File: src/rtl/vic_pkg.sv
package vic_pkg;
  localparam int unsigned NUM_EXT    = 2;
  localparam int unsigned NUM_TMR    = 4;
  localparam int unsigned NUM_SRC    = NUM_EXT + NUM_TMR + 2;
  localparam int unsigned EN_REG_W   = 4;
  localparam int unsigned NUM_EN_REG = NUM_SRC / EN_REG_W;
  localparam int unsigned SRC_IDX_W  = $clog2(NUM_SRC);
  localparam int unsigned EN_SEL_W   = (NUM_EN_REG > 1) ? $clog2(NUM_EN_REG) : 1;
endpackage

File: src/rtl/vic_edge_det.sv
module vic_edge_det #(
  parameter int unsigned W = 2
) (
  input  logic         clk_i,
  input  logic         rst_ni,
  input  logic [W-1:0] pin_i,
  output logic [W-1:0] chg_o
);
  logic [W-1:0] pin_q;

  for (genvar k = 0; k < W; k++) begin : g_pin
    always_ff @(posedge clk_i or negedge rst_ni) begin
      if (!rst_ni) pin_q[k] <= 1'b0;
      else         pin_q[k] <= pin_i[k];
    end
    assign chg_o[k] = pin_i[k] ^ pin_q[k];
  end
endmodule

File: src/rtl/vic_req_flags.sv
module vic_req_flags #(
  parameter int unsigned N = 8
) (
  input  logic         clk_i,
  input  logic         rst_ni,
  input  logic [N-1:0] set_i,
  input  logic [N-1:0] clr_i,
  output logic [N-1:0] flag_o
);
  for (genvar i = 0; i < N; i++) begin : g_flag
    // set wins over clear so a coincident event is kept
    always_ff @(posedge clk_i or negedge rst_ni) begin
      if (!rst_ni)        flag_o[i] <= 1'b0;
      else if (set_i[i])  flag_o[i] <= 1'b1;
      else if (clr_i[i])  flag_o[i] <= 1'b0;
    end
  end
endmodule

File: src/rtl/vic_prio_enc.sv
module vic_prio_enc #(
  parameter int unsigned N        = 8,
  parameter int unsigned IDX_W    = 3,
  parameter int unsigned ADDR_W   = 13,
  parameter int unsigned VEC_BASE = 128,
  parameter int unsigned STRIDE   = 2
) (
  input  logic [N-1:0]      req_i,
  output logic              valid_o,
  output logic [N-1:0]      onehot_o,
  output logic [ADDR_W-1:0] vec_o
);
  logic [IDX_W-1:0] idx;

  always_comb begin
    idx = '0;
    for (int i = N - 1; i >= 0; i--) begin
      if (req_i[i]) idx = IDX_W'(i);
    end
  end

  assign valid_o  = |req_i;
  assign onehot_o = valid_o ? (N'(1) << idx) : '0;
  assign vec_o    = ADDR_W'(VEC_BASE) + ADDR_W'(idx) * ADDR_W'(STRIDE);
endmodule

File: src/rtl/vec_irq_ctrl.sv
module vec_irq_ctrl
  import vic_pkg::*;
#(
  parameter int unsigned ADDR_W     = 13,
  parameter int unsigned PAGE_WORDS = 128,
  parameter int unsigned VEC_PAGE   = 1,
  parameter int unsigned VEC_STRIDE = 2
) (
  input  logic                 clk_i,
  input  logic                 rst_ni,
  input  logic [NUM_EXT-1:0]   ext_pin_i,
  input  logic [NUM_TMR-1:0]   tmr_uf_i,
  input  logic                 adc_done_i,
  input  logic                 sio_done_i,
  input  logic                 ei_i,
  input  logic                 di_i,
  input  logic                 en_wr_i,
  input  logic [EN_SEL_W-1:0]  en_sel_i,
  input  logic [EN_REG_W-1:0]  en_wdata_i,
  input  logic                 skip_req_i,
  input  logic [SRC_IDX_W-1:0] skip_sel_i,
  input  logic                 ack_i,
  output logic                 irq_o,
  output logic [ADDR_W-1:0]    irq_vec_o,
  output logic                 skip_o,
  output logic [NUM_SRC-1:0]   req_o
);
  localparam int unsigned VEC_BASE = VEC_PAGE * PAGE_WORDS;

  logic [NUM_EXT-1:0] pin_chg;
  logic [NUM_SRC-1:0] src_evt, en_q, pend, win_oh, skip_oh, flag_clr;
  logic               pend_any, gie_q, accept;

  vic_edge_det #(.W(NUM_EXT)) u_edge (
    .clk_i  (clk_i),
    .rst_ni (rst_ni),
    .pin_i  (ext_pin_i),
    .chg_o  (pin_chg)
  );

  assign src_evt = {sio_done_i, adc_done_i, tmr_uf_i, pin_chg};

  for (genvar r = 0; r < NUM_EN_REG; r++) begin : g_en_reg
    always_ff @(posedge clk_i or negedge rst_ni) begin
      if (!rst_ni)
        en_q[r*EN_REG_W +: EN_REG_W] <= '0;
      else if (en_wr_i && (en_sel_i == EN_SEL_W'(r)))
        en_q[r*EN_REG_W +: EN_REG_W] <= en_wdata_i;
    end
  end

  assign pend = req_o & en_q;

  vic_prio_enc #(
    .N        (NUM_SRC),
    .IDX_W    (SRC_IDX_W),
    .ADDR_W   (ADDR_W),
    .VEC_BASE (VEC_BASE),
    .STRIDE   (VEC_STRIDE)
  ) u_prio (
    .req_i    (pend),
    .valid_o  (pend_any),
    .onehot_o (win_oh),
    .vec_o    (irq_vec_o)
  );

  assign irq_o  = gie_q & pend_any;
  assign accept = irq_o & ack_i;

  // skip valid only while the source is in polled mode
  assign skip_o  = skip_req_i & req_o[skip_sel_i] & ~en_q[skip_sel_i];
  assign skip_oh = skip_o ? (NUM_SRC'(1) << skip_sel_i) : '0;

  assign flag_clr = (accept ? win_oh : '0) | skip_oh;

  vic_req_flags #(.N(NUM_SRC)) u_flags (
    .clk_i  (clk_i),
    .rst_ni (rst_ni),
    .set_i  (src_evt),
    .clr_i  (flag_clr),
    .flag_o (req_o)
  );

  // clear beats set
  always_ff @(posedge clk_i or negedge rst_ni) begin
    if (!rst_ni)              gie_q <= 1'b0;
    else if (di_i || accept)  gie_q <= 1'b0;
    else if (ei_i)            gie_q <= 1'b1;
  end
endmodule

File: config.mk
export PLATFORM = sky130hd
export DESIGN_NAME = vec_irq_ctrl
export DESIGN_NICKNAME = d
export VERILOG_FILES = /design/src/rtl/vic_pkg.sv /design/src/rtl/vic_edge_det.sv /design/src/rtl/vic_req_flags.sv /design/src/rtl/vic_prio_enc.sv /design/src/rtl/vec_irq_ctrl.sv
export SDC_FILE = /design/constraint.sdc
export NUM_CORES = 1
export LEC_CHECK = 0
export CAP_MARGIN = 40
export CORE_UTILIZATION = 48
export DETAILED_ROUTE_END_ITERATION = 16
export PLACE_DENSITY = 0.81
export SLEW_MARGIN = 40
export SYNTH_ARGS = -nofsm -noshare
export SYNTH_HDL_FRONTEND = slang
export SYNTH_HIERARCHICAL = 1
export SYNTH_SLANG_ARGS = --single-unit
File: constraint.sdc
create_clock -name clk_i -period 3.5 [get_ports clk_i]
set_input_delay 0.7 -clock clk_i [delete_from_list [all_inputs] [get_ports clk_i]]
set_output_delay 0.7 -clock clk_i [all_outputs]
set_load 0.1 [all_outputs]
* Word-level counts from Yosys, hierarchy flattened
Index checks and enable logic that the tools add are counted.
W data, S select, Z words.
** Word-level totals
- Input port bits :: 23
- Memories kept :: 0
- Bits in read-only memories :: 0
- Word-level logic and storage cells :: 73
- Output and inout port bits :: 23
- Bits in writable memories :: 0
- Latch bits :: 0
- Register bits :: 19
** Cells by class
- Magnitude comparators :: 1
- Eq/ne operators :: 0
- Reductions and logical operators :: 13
- Bitwise operators :: 10
- Muxes and demuxes :: 33
- Div/mod/pow operators :: 0
- Multiply operators :: 0
- Shift operators :: 2
- $add $sub $neg :: 1
** Operator list (number)
- $mux W3 :: 8
- $mux W8 :: 3
- $mux W1 :: 20
- $reduce_bool A2 Y1 :: 9
- $shl A1 B3 Y8 const A :: 2
- $add A8 B4 Y9 const A :: 1
- $and A8 B8 Y8 :: 1
- $or A8 B8 Y8 :: 1
- $reduce_or A8 Y1 :: 1
- $bmux W1 S3 :: 2
- $and A1 B1 Y1 :: 4
- $lt A3 B4 Y1 const B :: 1
- $logic_and A1 B1 Y1 :: 2
- $not A1 Y1 :: 2
- $xor A1 B1 Y1 :: 2
- $logic_or A1 B1 Y1 :: 1

* Logic depth before layout (Yosys ltp)
- Depth after elaboration :: 15
- Gate-level depth with buffers :: 9
- Depth with buffers taken out :: 8

* Modules after synthesis
Netlist, hierarchy kept.
** By module, submodules not included
- vec_irq_ctrl :: cells an instance 71, instances 1, area each 725.7 sq um, seq. area each 225.2 sq um
- vic_req_flags :: cells an instance 24, instances 1, area each 290.3 sq um, seq. area each 200.2 sq um
- vic_prio_enc :: cells an instance 37, instances 1, area each 224.0 sq um, seq. area each 0.0 sq um
- vic_edge_det :: cells an instance 4, instances 1, area each 67.6 sq um, seq. area each 50.0 sq um

* Least setup slack after synthesis
OpenSTA, ideal clock, no wires.
- Kind :: register -> output
- Start point :: register u_flags.flag_o[3]
- End point :: output irq_vec_o[1]
- Arrival time :: 3.197 ns
- Buffers on the path :: 0
- Required time :: 2.800 ns
- Stages on the path, launching flop included :: 5
- Path slack :: -0.397 ns
- Cell sequence :: dfrtp_1 and2_1 inv_2 a221o_2 a21oi_1
** On the way
- Longest elaborated chain between the ends :: 6
** RTL lines
- start: declaration :: RTL line vic_req_flags.sv:8 : output logic [N-1:0] flag_o
- start signal: indexed assignment :: RTL line vic_req_flags.sv:13 : if (!rst_ni) flag_o[i] <= 1'b0;
- start signal: indexed assignment :: RTL line vic_req_flags.sv:14 : else if (set_i[i]) flag_o[i] <= 1'b1;
- start signal: indexed assignment :: RTL line vic_req_flags.sv:15 : else if (clr_i[i]) flag_o[i] <= 1'b0;
- $and A8 B8 Y8 :: RTL line vec_irq_ctrl.sv:52 : assign pend = req_o & en_q;
- named net pend[3] :: RTL line vec_irq_ctrl.sv:31 : logic [NUM_SRC-1:0] src_evt, en_q, pend, win_oh, skip_oh, flag_clr;
- $mux W3 (4 in a row) :: RTL line vic_prio_enc.sv:18 : if (req_i[i]) idx = IDX_W'(i);
- $add A8 B4 Y9 :: RTL line vic_prio_enc.sv:24 : assign vec_o = ADDR_W'(VEC_BASE) + ADDR_W'(idx) * ADDR_W'(STRIDE);
- end: declaration :: RTL line vec_irq_ctrl.sv:24 : output logic [ADDR_W-1:0] irq_vec_o,
The timed path passes the listed nets, and every way through them passes these cells.

* Final worst setup path
- Start point :: input skip_sel_i[1]
- End point :: output skip_o
** On the way
- Longest elaborated chain between the ends :: 4
- Elaborated cells between the ends (all ways) :: 7
- Those cells by class :: mux: 4; bitwise: 3
** RTL lines
- start: declaration :: RTL line vec_irq_ctrl.sv:21 : input logic [SRC_IDX_W-1:0] skip_sel_i,
- $bmux W1 S3 :: RTL line vec_irq_ctrl.sv:71 : assign skip_o = skip_req_i & req_o[skip_sel_i] & ~en_q[skip_sel_i];
- $mux W1 (not written as such) :: RTL line vec_irq_ctrl.sv:71
- $and A1 B1 Y1 or $not A1 Y1 (tied branches) :: RTL line vec_irq_ctrl.sv:71
- $and A1 B1 Y1 * :: RTL line vec_irq_ctrl.sv:71
- end: declaration :: RTL line vec_irq_ctrl.sv:25 : output logic skip_o,
Mark *: on every way between the ends. The rest lies on a longest branch, timed or not. The select of a mux whose other input is x is not followed.

==> flow_summary.yaml <==
synth:
  yosysWarnings: 6
  ys_types: 40
  post_synth.cell_area_avg_um2: 9.61
  synth-seq-area-share_pct: 36.4
  mappedNetlistArea_um2: 1310
  synth_enable_flop_cells: 0
  synth-main-ff-cell: "dfrtp_1"
  synth_cells: 136
  ys_seq_elements: 19
  ys_async_sr_fraction_pct: 100
power_and_ir_drop:
  p_total_uw: 689
  power.static_leakage_nw: 0.628
  power_per_cell_area_nw_per_um2: 430
  ir_drop_mv: 0.321
timing:
  grt_setup_unrepaired: "false"
  hold_viol: 0
  layout_worst_path_cycle_share_pct: 86.2
  worst_clock_skew_ns: 0.00394
  report.final.setup_viol: 0
  setup-tns-final_ns: 0
  fin_crit_ns: 3.02
  fmax_ghz: 0.332
  number_of_pins_with_negative_max_slew_slack_in_the_final_report: 0
worst_setup_path:
  critPathRequiredTime_ns: 2.80
  cp_cell_sequence: "clkdlybuf4s50_1, mux2_1, o31ai_2, a41oi_2, buf_12"
  critical_r2r_launch: "en_q[3]"
  critPathBufInv: 2
  arrival_ns: 2.32
  cpMaxStageDelayCell: "clkdlybuf4s50_1"
  critical_path.startpoint: "skip_sel_i[1]"
  setup.worst_path.start_class: "primary input"
  critical-path-max-stage-delay_ns: 0.73
  critical_path_peak_fanout: 10
  worst_path_dominant_cell_family: "buffers and inverters"
  endpoint_kind: "output port"
  timing.setup.critical_path_class: "in2out"
clock_tree:
  cts_root_buffer: "clkbuf_4"
  clk_transition_reported_paths_ns: 0.10
  post_cts_resized: 0
  cts_post_setup_buffers_inserted: 0
  tritoncts.num_buffers: 3
  htreeDepth: 1
  cts_tree: "yes"
  cts_hold_repair.buffers: 0
  clkLatencyLatePin_ns: 0.29
  tritoncts_num_sinks: 19
  clock_tree.buffer_depth: 2
placed_design:
  globalplace.congestion: 0.827
  numPortBuffers: 35
  detailed_place_hpwl_um: 2190
finish:
  layout_stage_area_growth_over_the_synthesis_result_pct: 22.5
  mostFrequentLayoutCell: "clkdlybuf4s50_1"
  layout.cells.most_common_list: "clkdlybuf4s50_1, dfrtp_1, nand2_1"
  final_layout_size_suffix_gt1_share_pct: 23.2
  antenna_cells_inserted: 0
  finalNetCount: 192
die:
  die_area_um2: 2940
  num_io_pins: 46
  core-area_um2: 2520
  initial_utilization_pct: 51.8
  die_w_um: 54.2
  floorplan.rows: 18
  die-height_um: 54.2
drt:
  final_antenna_net_count: 0
  drc: 0
  vias: 1075
  firstDrtPassIters: 4
  routedWlPerCell_um: 13.4
  via_per_inst: 5.43
  postRouteWirelength_um: 2660
  first_iter_violations: 4
grt:
  first_pass_grt_wire_length_um: 4260
  grt_pass1_vias: 949
  number_of_antenna_violations_at_the_first_check_in_global_routing: 0
  grt_start_max_net_pins: 20
  grt_overflow_total: 0
  track_usage_pct: 20.5
status:
  outcome: "finished clean"
job:
  maxCapViolations: 0
worst_hold_path:
  min_path_type: "in2async"
-- through the flow --
stage          setup slack, ns  cell area (um2)  instances  util (%)  hold WS (ns)
5_1_grt                  0.387             1600        198      63.5         0.337
4_1_cts                  0.483             1610        198      63.7         0.529
6_report                 0.484             1600        198      63.5         0.323
2_1_floorplan           0.0105             1350        144         -         0.404
3_3_place_gp             0.516             1610        194      63.8         0.498
3_5_place_dp             0.491             1580        194      62.6         0.505
-- power by group --
group,switching [mW],total (mW),leakage (nW),internal (mW)
clock,0.0645,0.109,0.0150,0.0443
sequential,0.0200,0.260,0.202,0.240
combinational,0.227,0.321,0.410,0.0937
total,0.311,0.689,0.628,0.378
-- worst paths after layout --
kind / to / slack, ns / depth (start not counted)
worst max-delay path: skip_o / 0.48 / 5
worst max register to register: u_flags/flag_o[4] / 1.57 / 8
worst min register to register: u_flags/flag_o[4] / 0.53 / 1
min in group clk_i: u_flags/flag_o[4] / 0.53 / 1
worst min-delay path: en_q[4] / 0.32 / 1
max in group asynchronous: gie_q / 2.88 / 1
-- layer usage --
metal	up-vias	global-route usage [%]	share of wire, %
met5	-	0	0
met2	33	34.8	52
met4	0	8.97	0.75
met1	528	26.2	44
met3	2	1.98	3.9
li1	512	-	-
-- registers in the layout (all words and copies together), names as in the netlist --
signal          count
en_q                8
gie_q               1
u_edge/pin_q        2
u_flags/flag_o      8
-- cells in the mapped netlist, types with 2 or more instances --
| library cell | instances | share of area [%] |
|---|---|---|
| clkbuf_8 | 2 | 2.1 |
| dfrtp_1 | 19 | 36 |
| inv_1 | 10 | 2.9 |
| conb_1 | 2 | 0.57 |
| nor3b_1 | 2 | 1.1 |
| o41ai_1 | 2 | 1.3 |
| nor4_1 | 2 | 0.96 |
| o311ai_2 | 2 | 2.5 |
| mux2i_1 | 2 | 1.5 |
| nor2_1 | 9 | 2.6 |
| and2_1 | 11 | 5.3 |
| nor2b_1 | 2 | 0.96 |
| o31ai_2 | 3 | 2.9 |
| buf_4 | 10 | 5.7 |
| o21ai_0 | 5 | 1.9 |
| xor2_1 | 2 | 1.3 |
| mux2_2 | 8 | 6.9 |
| nand2_1 | 12 | 3.4 |
| o211ai_1 | 2 | 1.1 |
| clkbuf_1 | 2 | 0.57 |
| a21o_1 | 8 | 4.6 |
-- cells by family (layout without fill, tap and decap cells) --
family / after synthesis / in the layout / share of synthesized area (%)
compound gates: 27 / 27 / 17.2
xor+xnor: 2 / 2 / 1.34
buf+inv: 26 / 50 / 12.4
flops: 19 / 19 / 36.4
mux: 12 / 12 / 10.4
other cells: 2 / 10 / 0.574
simple gates: 48 / 48 / 21.6
-- layout make-up --
type                       instances  area [um2]
clock buffer                       4        26.3
fill                             227         921
inverter                          11        41.3
multi-input combinational         99         711
sequential                        19         475
tap                               30        37.5
timing repair buffer              35         310
No activity file was read; power rests on OpenSTA's default activity.
